<file path="src/rtl/efr_pkg.sv">
package efr_pkg;

    localparam int unsigned FRAME_BITS = 32;
    localparam int unsigned ENERGY_W   = 16;
    localparam logic [7:0]  SYNC_HDR   = 8'h90;
    localparam logic [ENERGY_W-1:0] ENERGY_SAFE = '1;

    typedef enum logic [1:0] {
        RX_GAP,
        RX_HUNT,
        RX_RECV
    } rx_state_e;

    typedef struct packed {
        logic                done;
        logic                good;
        logic                crc_bad;
        logic [ENERGY_W-1:0] energy;
        logic                toggle;
    } frame_t;

    // serial CRC-4, x^4 + x + 1, zero start, MSB first
    function automatic logic [3:0] crc4_calc(input logic [27:0] data);
        logic [3:0] c;
        logic       fb;
        c = '0;
        for (int i = 27; i >= 0; i--) begin
            fb = c[3] ^ data[i];
            c  = {c[2:0], 1'b0};
            if (fb) c = c ^ 4'h3;
        end
        return c;
    endfunction

endpackage

</file>
<file path="src/rtl/efr_bit_rx.sv">
module efr_bit_rx
    import efr_pkg::*;
#(
    parameter int unsigned CLKS_PER_BIT = 8
) (
    input  logic   clk,
    input  logic   rst_n,
    input  logic   ser_i,
    output frame_t frame_o
);

    localparam int unsigned CW   = $clog2(CLKS_PER_BIT + 1);
    localparam int unsigned HALF = CLKS_PER_BIT / 2;

    typedef struct packed {
        rx_state_e              st;
        logic [1:0]             sync;
        logic [CW-1:0]          cnt;
        logic [4:0]             nbit;
        logic [FRAME_BITS-1:0]  sh;
        frame_t                 frm;
    } rx_t;

    rx_t q, d;

    always_comb begin
        logic                  line;
        logic [FRAME_BITS-1:0] nsh;
        logic                  hdr_ok;
        logic                  crc_ok;
        d = q;
        d.sync        = {q.sync[0], ser_i};
        d.frm.done    = 1'b0;
        d.frm.good    = 1'b0;
        d.frm.crc_bad = 1'b0;
        line   = q.sync[1];
        nsh    = {q.sh[FRAME_BITS-2:0], line};
        hdr_ok = (nsh[31:24] == SYNC_HDR);
        crc_ok = (crc4_calc(nsh[31:4]) == nsh[3:0]);
        case (q.st)
            RX_GAP: begin
                if (!line) d.st = RX_HUNT;
            end
            RX_HUNT: begin
                if (line) begin
                    d.st   = RX_RECV;
                    d.cnt  = CW'(HALF - 1);
                    d.nbit = '0;
                end
            end
            RX_RECV: begin
                if (q.cnt == '0) begin
                    d.sh  = nsh;
                    d.cnt = CW'(CLKS_PER_BIT - 1);
                    if (q.nbit == 5'd31) begin
                        d.st          = RX_GAP;
                        d.nbit        = '0;
                        d.frm.done    = 1'b1;
                        d.frm.good    = hdr_ok & crc_ok;
                        d.frm.crc_bad = hdr_ok & ~crc_ok;
                        d.frm.energy  = nsh[23:8];
                        d.frm.toggle  = nsh[7];
                    end else begin
                        d.nbit = q.nbit + 5'd1;
                    end
                end else begin
                    d.cnt = q.cnt - 1'b1;
                end
            end
            default: d.st = RX_GAP;
        endcase
    end

    always_ff @(posedge clk) begin
        if (!rst_n) begin
            q      <= '0;
            q.st   <= RX_GAP;
        end else begin
            q <= d;
        end
    end

    assign frame_o = q.frm;

endmodule

</file>
<file path="src/rtl/efr_lane_mon.sv">
module efr_lane_mon
    import efr_pkg::*;
#(
    parameter int unsigned FRAME_TIMEOUT = 1000,
    parameter int unsigned CNT_W         = 16
) (
    input  logic                clk,
    input  logic                rst_n,
    input  logic                clr_i,
    input  logic                win_end_i,
    input  logic [CNT_W-1:0]    warn_limit_i,
    input  frame_t              frame_i,
    output logic                ok_o,
    output logic                fresh_o,
    output logic                warn_o,
    output logic [ENERGY_W-1:0] energy_o,
    output logic [CNT_W-1:0]    good_cnt_o,
    output logic [CNT_W-1:0]    crc_cnt_o,
    output logic [CNT_W-1:0]    lost_cnt_o
);

    localparam int unsigned TW = $clog2(FRAME_TIMEOUT + 1);

    typedef struct packed {
        logic [CNT_W-1:0]    good;
        logic [CNT_W-1:0]    crc;
        logic [CNT_W-1:0]    lost_cnt;
        logic [CNT_W-1:0]    win_err;
        logic [TW-1:0]       tmr;
        logic                lost;
        logic                warn;
        logic [ENERGY_W-1:0] energy;
        logic                toggle;
        logic                seen;
        logic                fresh;
    } mon_t;

    mon_t q, d;

    always_comb begin
        logic timeout;
        logic err_ev;
        d       = q;
        d.fresh = 1'b0;
        timeout = 1'b0;
        if (frame_i.good) begin
            d.tmr    = '0;
            d.lost   = 1'b0;
            d.energy = frame_i.energy;
            d.toggle = frame_i.toggle;
            d.seen   = 1'b1;
            d.fresh  = ~q.seen | (frame_i.toggle != q.toggle);
            if (q.good != '1) d.good = q.good + 1'b1;
        end else if (q.tmr == TW'(FRAME_TIMEOUT - 1)) begin
            d.tmr   = '0;
            d.lost  = 1'b1;
            timeout = 1'b1;
            if (q.lost_cnt != '1) d.lost_cnt = q.lost_cnt + 1'b1;
        end else begin
            d.tmr = q.tmr + 1'b1;
        end
        if (frame_i.crc_bad && q.crc != '1) d.crc = q.crc + 1'b1;

        err_ev = frame_i.crc_bad | timeout;
        if (win_end_i) begin
            d.warn    = (q.win_err > warn_limit_i);
            d.win_err = err_ev ? CNT_W'(1) : '0;
        end else if (err_ev && q.win_err != '1) begin
            d.win_err = q.win_err + 1'b1;
        end

        if (clr_i) begin
            d.good     = '0;
            d.crc      = '0;
            d.lost_cnt = '0;
        end
    end

    always_ff @(posedge clk) begin
        if (!rst_n) begin
            q      <= '0;
            q.lost <= 1'b1;
        end else begin
            q <= d;
        end
    end

    assign ok_o       = ~q.lost;
    assign fresh_o    = q.fresh;
    assign warn_o     = q.warn;
    assign energy_o   = q.energy;
    assign good_cnt_o = q.good;
    assign crc_cnt_o  = q.crc;
    assign lost_cnt_o = q.lost_cnt;

endmodule

</file>
<file path="src/rtl/energy_frame_rx.sv">
module energy_frame_rx
    import efr_pkg::*;
#(
    parameter int unsigned CLKS_PER_BIT   = 400,
    parameter int unsigned FRAME_TIMEOUT  = 50000,
    parameter int unsigned ENERGY_TIMEOUT = 40000000,
    parameter int unsigned WIN_CYCLES     = 40000000,
    parameter int unsigned CNT_W          = 16
) (
    input  logic                clk,
    input  logic                rst_n,
    input  logic                clr_i,
    input  logic [CNT_W-1:0]    warn_limit_i,
    input  logic                ser_a_i,
    input  logic                ser_b_i,
    output logic [ENERGY_W-1:0] energy_o,
    output logic                link_err_o,
    output logic                stale_o,
    output logic [1:0]          active_o,
    output logic [1:0]          warn_o,
    output logic [CNT_W-1:0]    good_cnt_a_o,
    output logic [CNT_W-1:0]    crc_cnt_a_o,
    output logic [CNT_W-1:0]    lost_cnt_a_o,
    output logic [CNT_W-1:0]    good_cnt_b_o,
    output logic [CNT_W-1:0]    crc_cnt_b_o,
    output logic [CNT_W-1:0]    lost_cnt_b_o
);

    localparam int unsigned NLANE = 2;
    localparam int unsigned WW    = $clog2(WIN_CYCLES + 1);
    localparam int unsigned SW    = $clog2(ENERGY_TIMEOUT + 1);

    logic                ser    [NLANE];
    frame_t              frm    [NLANE];
    logic                ok     [NLANE];
    logic                fresh  [NLANE];
    logic                warn   [NLANE];
    logic [ENERGY_W-1:0] held   [NLANE];
    logic [CNT_W-1:0]    gcnt   [NLANE];
    logic [CNT_W-1:0]    ccnt   [NLANE];
    logic [CNT_W-1:0]    lcnt   [NLANE];
    logic                win_end;

    assign ser[0] = ser_a_i;
    assign ser[1] = ser_b_i;

    for (genvar gi = 0; gi < NLANE; gi++) begin : g_lane
        efr_bit_rx #(
            .CLKS_PER_BIT (CLKS_PER_BIT)
        ) u_rx (
            .clk     (clk),
            .rst_n   (rst_n),
            .ser_i   (ser[gi]),
            .frame_o (frm[gi])
        );

        efr_lane_mon #(
            .FRAME_TIMEOUT (FRAME_TIMEOUT),
            .CNT_W         (CNT_W)
        ) u_mon (
            .clk          (clk),
            .rst_n        (rst_n),
            .clr_i        (clr_i),
            .win_end_i    (win_end),
            .warn_limit_i (warn_limit_i),
            .frame_i      (frm[gi]),
            .ok_o         (ok[gi]),
            .fresh_o      (fresh[gi]),
            .warn_o       (warn[gi]),
            .energy_o     (held[gi]),
            .good_cnt_o   (gcnt[gi]),
            .crc_cnt_o    (ccnt[gi]),
            .lost_cnt_o   (lcnt[gi])
        );
    end

    typedef struct packed {
        logic [WW-1:0]       win;
        logic [SW-1:0]       stm;
        logic [ENERGY_W-1:0] energy;
        logic                err;
        logic [1:0]          active;
    } top_t;

    top_t q, d;

    assign win_end = (q.win == WW'(WIN_CYCLES - 1));

    always_comb begin
        logic use_a;
        logic use_b;
        logic fresh_sel;
        d     = q;
        d.win = win_end ? '0 : q.win + 1'b1;

        use_a     = ok[0];
        use_b     = ~ok[0] & ok[1];
        fresh_sel = (use_a & fresh[0]) | (use_b & fresh[1]);

        d.active = {use_b, use_a};
        d.err    = ~(ok[0] | ok[1]);
        if (use_a)      d.energy = held[0];
        else if (use_b) d.energy = held[1];
        else            d.energy = ENERGY_SAFE;

        if (fresh_sel)                          d.stm = '0;
        else if (q.stm != SW'(ENERGY_TIMEOUT))  d.stm = q.stm + 1'b1;
    end

    always_ff @(posedge clk) begin
        if (!rst_n) begin
            q        <= '0;
            q.stm    <= SW'(ENERGY_TIMEOUT);
            q.energy <= ENERGY_SAFE;
            q.err    <= 1'b1;
        end else begin
            q <= d;
        end
    end

    assign energy_o     = q.energy;
    assign link_err_o   = q.err;
    assign stale_o      = (q.stm == SW'(ENERGY_TIMEOUT));
    assign active_o     = q.active;
    assign warn_o       = {warn[1], warn[0]};
    assign good_cnt_a_o = gcnt[0];
    assign crc_cnt_a_o  = ccnt[0];
    assign lost_cnt_a_o = lcnt[0];
    assign good_cnt_b_o = gcnt[1];
    assign crc_cnt_b_o  = ccnt[1];
    assign lost_cnt_b_o = lcnt[1];

endmodule

</file>
<file path="config.mk">
export PLATFORM = sky130hd
export DESIGN_NAME = energy_frame_rx
export DESIGN_NICKNAME = d
export VERILOG_FILES = /design/src/rtl/efr_pkg.sv /design/src/rtl/efr_bit_rx.sv /design/src/rtl/efr_lane_mon.sv /design/src/rtl/energy_frame_rx.sv
export SDC_FILE = /design/constraint.sdc
export NUM_CORES = 1
export LEC_CHECK = 0
export BUFFER_PORTS_ARGS = -buffer_cell sky130_fd_sc_hd__buf_2
export CORE_ASPECT_RATIO = 1.25
export CORE_MARGIN = 2
export CORE_UTILIZATION = 45
export CTS_CLUSTER_SIZE = 30
export DETAILED_ROUTE_END_ITERATION = 8
export MAX_ROUTING_LAYER = met4
export PLACE_DENSITY_LB_ADDON = 0.08
export SYNTH_ARGS = -nofsm -noshare
export SYNTH_HDL_FRONTEND = slang
export SYNTH_SLANG_ARGS = --single-unit
</file>
<file path="constraint.sdc">
create_clock -name clk -period 6.08 [get_ports clk]
set_clock_uncertainty 0.05 [all_clocks]
set_input_delay 0.304 -clock clk [delete_from_list [all_inputs] [get_ports clk]]
set_output_delay 0.304 -clock clk [all_outputs]
set_load 0.005 [all_outputs]
</file>
* Word level (Yosys, flattened, before mapping)
Cells that the tools add are included.
Cells by class: add/subtract/negate cells 16, $lt $le $gt $ge 2, eq/ne operators 33, mux-type cells 96, bitwise gates (word level) 131, reductions and logical operators 38
Operator list (count):
- $add 16x1->16 const B | 10
- $mux 2 | 64
- $ne 16x16->1 const B | 8
- $mux 57 | 2
- $not 2->2 | 54
- $mux 16 | 6
- $pmux 14 s2 | 2
- $add 26x1->26 const B | 2
- $eq 26x26->1 const B | 2
- $mux 26 | 2
- $xor 1x1->1 | 50
- $mux 20 | 2
- $eq 16x16->1 const B | 2
- $gt 16x16->1 | 2
- $mux 14 | 2
- $ne 26x26->1 const B | 1
- $logic_not 9->1 | 2
- $mux 9 | 2
- $reduce_and 3->1 | 6
- $sub 9x1->9 const B | 2
- $eq 8x8->1 const B | 2
- $reduce_and 2->1 | 8
- $reduce_and 4->1 | 4
- $reduce_bool 2->1 | 7
- other kinds (19) | 72
Storage, ports and cells: flip-flop bits (word level) 411, input bits 21, output and inout port bits 118, logic and storage cells 362

* Logic depth before layout (Yosys ltp)
depth after elaboration 61, gate-level depth with buffers 11, depth with buffers taken out 11

* Hierarchy
From an unflattened synthesis, not the netlist that was laid out.
Unflattened totals: cells, all modules 2396, area total of the unflattened synthesis 21122.8 um2
By module, submodules not included:
- efr_bit_rx | instances 2, cells each 383, area each 3398.3 um2, sequential area each 1381.3 um2
- efr_lane_mon at g_lane[1].u_mon | instances 1, cells each 633, area each 5531.6 um2, sequential area each 2021.9 um2
- efr_lane_mon at g_lane[0].u_mon | instances 1, cells each 631, area each 5516.5 um2, sequential area each 2021.9 um2
- energy_frame_rx | instances 1, cells each 366, area each 3278.1 um2, sequential area each 1421.4 um2

* Worst setup path before layout
No wires, ideal clock.
kind register to register, start register g_lane[1].u_rx.q[49] (netlist name), end register g_lane[1].u_rx.q (netlist bit g_lane[1].u_rx.frame_o[17]), setup time 0.116 ns, arrival 2.824 ns, data required time 5.914 ns, setup slack 3.090 ns, cell stages (with the launch flop) 12, buffers on the path 0, period minus slack after synthesis 2.990 ns, cell sequence dfxtp_1 -> inv_1 -> ha_1 -> xnor2_2 -> xnor3_2 -> xor3_2 -> nand2_1 -> mux2i_1 -> nand2_1 -> mux4_2 -> or2_1 -> nor2b_4
On the way: cells in the longest elaborated chain, start to end 31, elaborated cells between the ends (all ways) 77, those cells by class eq/ne (2); mux (26); bitwise (49)
RTL lines:
- from (decl) | RTL line efr_bit_rx.sv:24 | rx_t q, d;
- $xor 1x1->1 | RTL line efr_pkg.sv:28 | fb = c[3] ^ data[i];
- $mux 2 | RTL line efr_pkg.sv:30 | if (fb) c = c ^ 4'h3;
- $not 2->2 (no line)
- $mux 2 | RTL line efr_pkg.sv:30
- $xor 1x1->1 | RTL line efr_pkg.sv:28
- $mux 2 | RTL line efr_pkg.sv:30
- $not 2->2 (no line)
- $mux 2 | RTL line efr_pkg.sv:30
- [15 not listed]
- $mux 2 | RTL line efr_pkg.sv:30
- $xor 1x1->1 | RTL line efr_pkg.sv:28
- $mux 2 | RTL line efr_pkg.sv:30
- $not 2->2 (no line)
- $mux 2 | RTL line efr_pkg.sv:30
- $eq 4x4->1 | RTL line efr_bit_rx.sv:39 | crc_ok = (crc4_calc(nsh[31:4]) == nsh[3:0]);
- $not 1->1 | RTL line efr_bit_rx.sv:60 | d.frm.crc_bad = hdr_ok & ~crc_ok;
- $and 1x1->1 (*) | RTL line efr_bit_rx.sv:60
Every way passes the cells marked *; elsewhere a longest branch is shown, timed or not. A chain may end at the register's enable or synchronous reset.

* Final worst setup path
start register g_lane[1].u_rx.q[57] (netlist name), end register g_lane[1].u_rx.q[55] (netlist name)
On the way: cells in the longest elaborated chain, start to end 3
RTL lines:
- $logic_not 9->1 | RTL line efr_bit_rx.sv:52 | if (q.cnt == '0) begin
- $ne 2x1->1 (no line)
- $reduce_and 3->1 (no line)
No other way between the ends.

==> out/summary.txt <==
Status: finished clean
Reg power frac: 45.3%
Worst hold path type: in -> reg
Crit path kind: reg -> reg
Vias in the first global route: 13699
YS warnings: 0
Max clock buf depth: 3
Pwr Total: 6.12 mW
Slowest stage delay, CP: 0.69 ns
Fraction of layout cells with a size suffix above 1: 10.4%
GPL Wtd Cong: 0.789
Post-synth top area share: 41.8%
First-pass GRT wire length: 67800 um
Slowest-stage cell, CP: nand2_1
Ys flop type: dfxtp_1
CP top delay family: simple AND/OR/NAND/NOR gates
Worst R2R Start: g_lane[1].u_rx.q[57]$_SDFFE_PN0P_
WL/cell: 14.3 um
Detailed-route DRC error count: 0
Worst setup slack after layout: 2.80 ns
Worst Path Required: 6.52 ns
Crit. End Element: flop
Placeable Area: 43000 um2
Htree depth: 2
Num rows: 85
Die Area: 45200 um2
Max-slew violations: 0
Library cells used by synthesis: 60
Largest net degree at the start of global routing: 98
RSZ-0062 raised after global routing: false
Most frequent cell after synthesis: dfxtp_1
# port buffers: 138
Post-synth top area cell: dfxtp_1
Int Pwr: 4.58 mW
Min cycle time layout: 3.28 ns
Avg Cell Area, Syn: 8.73 um2
FMAX: 0.305 GHz
Cell count of the worst reg-to-reg path: 10
Critical path startpoint: g_lane[1].u_rx.q[57]$_SDFFE_PN0P_
GR Overflow Total: 0
Worst vdd ir: 0.245 mV
Sw power: 1.54 mW
Chip Height: 237 um
Die X: 191 um
Post-synth top cells: dfxtp_1, nand2_1, nor2_1
Initial antenna violation count: 1
CTS Buf Count: 42
Logic pwr share: 9.9%
Initial DRC Count: 583
Clock power frac: 44.8%
CP Data Arrival Time: 3.72 ns
Mapped cell area: 19600 um2
Nature of the critical path startpoint: flop
Vias per inst: 5.07
Worst-path maximum fanout: 34
CTS tree: built
Net Sw Frac: 25.2%
Pre-CTS setup slack: 2.77 ns
Synthesis-stage register bit count: 409
Bufs and invs on worst path: 1
Fillers: 4202
Final core utilization: 49.7%
Max-capacitance violation count: 0
Drt total wl: 40500 um
Dominant cells by area after synthesis: dfxtp_1, xor2_1, xnor2_1
Sequential-to-total area share from yosys stat: 41.8%
CTS resizes: 0
Mapped Cells: 2243
Vias: 14368
Later-pin clock latency in the skew report: 0.54 ns
Crit path depth: 10
Pleak: 8.05 nW
Worst Tran Pin Value: 1.19 ns
Period utilization: 53.9%
P&R area growth vs syn: 9.16%
Pwr Density: 286 nW/um2
CTS root buf: clkbuf_16
Asr flop ratio synth: 0%
Gr usage total: 18.3%
Relative slew slack: 20.5%
Post-CTS setup buffer count: 0
Router iterations before antenna repair: 4
Final HPWL DP: 27900 um
# clock sinks: 409
Setup violators final: 0
Synth Net Count: 2325
R2r setup slk: 2.80 ns
Worst Setup EP: g_lane[1].u_rx.q[55]$_SDFFE_PN0P_
Clock slew at reported path FFs: 0.06 ns
Setup tns final: 0 ns
Reg-to-reg endpoint: g_lane[1].u_rx.q[55]$_SDFFE_PN0P_
Cell Chain, Critical Path: inv_1 > ha_1 > or3b_1 > or4_1 > nor3_2 > nand2_1 > nor3_2 > nand4_1 > o21ai_0 > and2_1
Starting Density: 45.6%
DRT antenna net count: 0
IO Pins: 139
Fin. Hold Viols: 0
Final-stage net count: 2318
Most frequent CP cell: nor3_2
Hold slack: 0.269 ns
EDFF count, synth: 0
==> per-stage QoR <==
| step | std cells | area [um2] |
|---|---|---|
| 2_1_floorplan | 2243 | 19600 |
| 3_3_place_gp | 2754 | 19900 |
| 3_5_place_dp | 2754 | 19900 |
| 4_1_cts | 2833 | 21400 |
| 5_1_grt | 2834 | 21400 |
| 6_report | 2834 | 21400 |
==> flip-flops by register name (all words and copies together), names as in the netlist <==
| name | flops |
|---|---|
| g_lane.u_mon.good_cnt_o | 32 |
| active_o | 2 |
| g_lane.u_mon.q | 70 |
| g_lane.u_mon.warn_o | 2 |
| link_err_o | 1 |
| energy_o | 16 |
| g_lane.u_rx.d | 2 |
| g_lane.u_rx.q | 96 |
| g_lane.u_mon.crc_cnt_o | 32 |
| g_lane.u_rx.frame_o | 38 |
| q | 52 |
| g_lane.u_mon.energy_o | 32 |
| g_lane.u_mon.fresh_o | 2 |
| g_lane.u_mon.lost_cnt_o | 32 |
==> cells in the final DEF (no fill, tap or decap), types with 15 or more instances in the layout <==
master	n
and3_1	44
nor2_1	227
buf_2	137
clkbuf_16	43
nand2_1	273
a21boi_0	104
xnor2_1	125
or3_1	18
xor2_1	130
nor2b_1	51
nor4_1	16
nor3_1	29
o21a_1	15
ha_1	61
inv_1	69
nand4_1	44
nand3_1	139
and2_1	21
o21ai_0	63
mux2i_1	53
dfxtp_1	409
a21oi_1	43
o22a_1	16
==> cell families (layout without fill, tap and decap cells) <==
group,Yosys count,after routing,share of synthesized area [%]
other,0,1,0
adders and majority gates,61,61,3.90
xor gates and xnor gates,267,267,12.7
muxes,56,56,2.94
and+or+nand+nor,909,909,22.0
buffers and inverters,269,294,7.40
AOI/OAI and AO/OA,272,272,9.27
DFF,409,409,41.8
==> worst min path at each step <==
stage,cells past startpoint,from,to
floorplan,1,g_lane[0].u_mon.q[1]$_SDFFE_PN0P_,g_lane[0].u_mon.fresh_o$_SDFF_PN0_
global placement,1,g_lane[1].u_mon.q[1]$_SDFFE_PN0P_,g_lane[1].u_mon.fresh_o$_SDFF_PN0_
global route,5,warn_limit_i[15],g_lane[0].u_mon.warn_o$_SDFFE_PN0N_
CTS,5,warn_limit_i[15],g_lane[0].u_mon.warn_o$_SDFFE_PN0N_
detailed placement,1,g_lane[0].u_mon.q[1]$_SDFFE_PN0P_,g_lane[0].u_mon.fresh_o$_SDFF_PN0_
finish,5,warn_limit_i[15],g_lane[0].u_mon.warn_o$_SDFFE_PN0N_
==> worst register-to-register path: cells and delay by family, from the launching register on <==
kind	cells	cell delay, ns
AOI/OAI and AO/OA	1	0.13
buffers and inverters	1	0.07
adders and majority gates	1	0.18
and+or+nand+nor	7	2.44
DFF	1	0.35
==> layout make-up <==
cell class / count / area [um2] / area share (%)
inverters: 69 / 259 / 1.21
diodes: 1 / 2.50 / 0.0117
repair buffers: 149 / 783 / 3.66
clock inverters: 10 / 184 / 0.861
multi-input cells: 1565 / 9960 / 46.6
flip-flops and latches: 409 / 8190 / 38.3
well taps: 565 / 707 / 3.31
clock buffers: 66 / 1290 / 6.05
==> per-layer routing <==
layer,track usage [%],routed length (um),up-vias
met5,-,0,-
met4,5.21,856,0
met3,2.54,1510,61
met2,30.3,18900,196
met1,23.3,19200,6720
li1,-,-,7391
==> power groups by stage <==
stage | Sequential [mW] | Combinational, mW | Clock, mW
finish | 2.77 | 0.606 | 2.74
global route | 2.78 | 0.690 | 2.92
CTS | 2.77 | 0.611 | 2.83
detailed placement | 2.83 | 0.609 | 0
global placement | 2.83 | 0.593 | 0
floorplan | 2.82 | 0.474 | 0
==> timing repair <==
action                                 in CTS  in global routing
setup endpoints to repair                   0                  0
hold buffers                                3                  0
endpoints found under the hold margin       4                  0
Power figures use the tool's default switching activity.
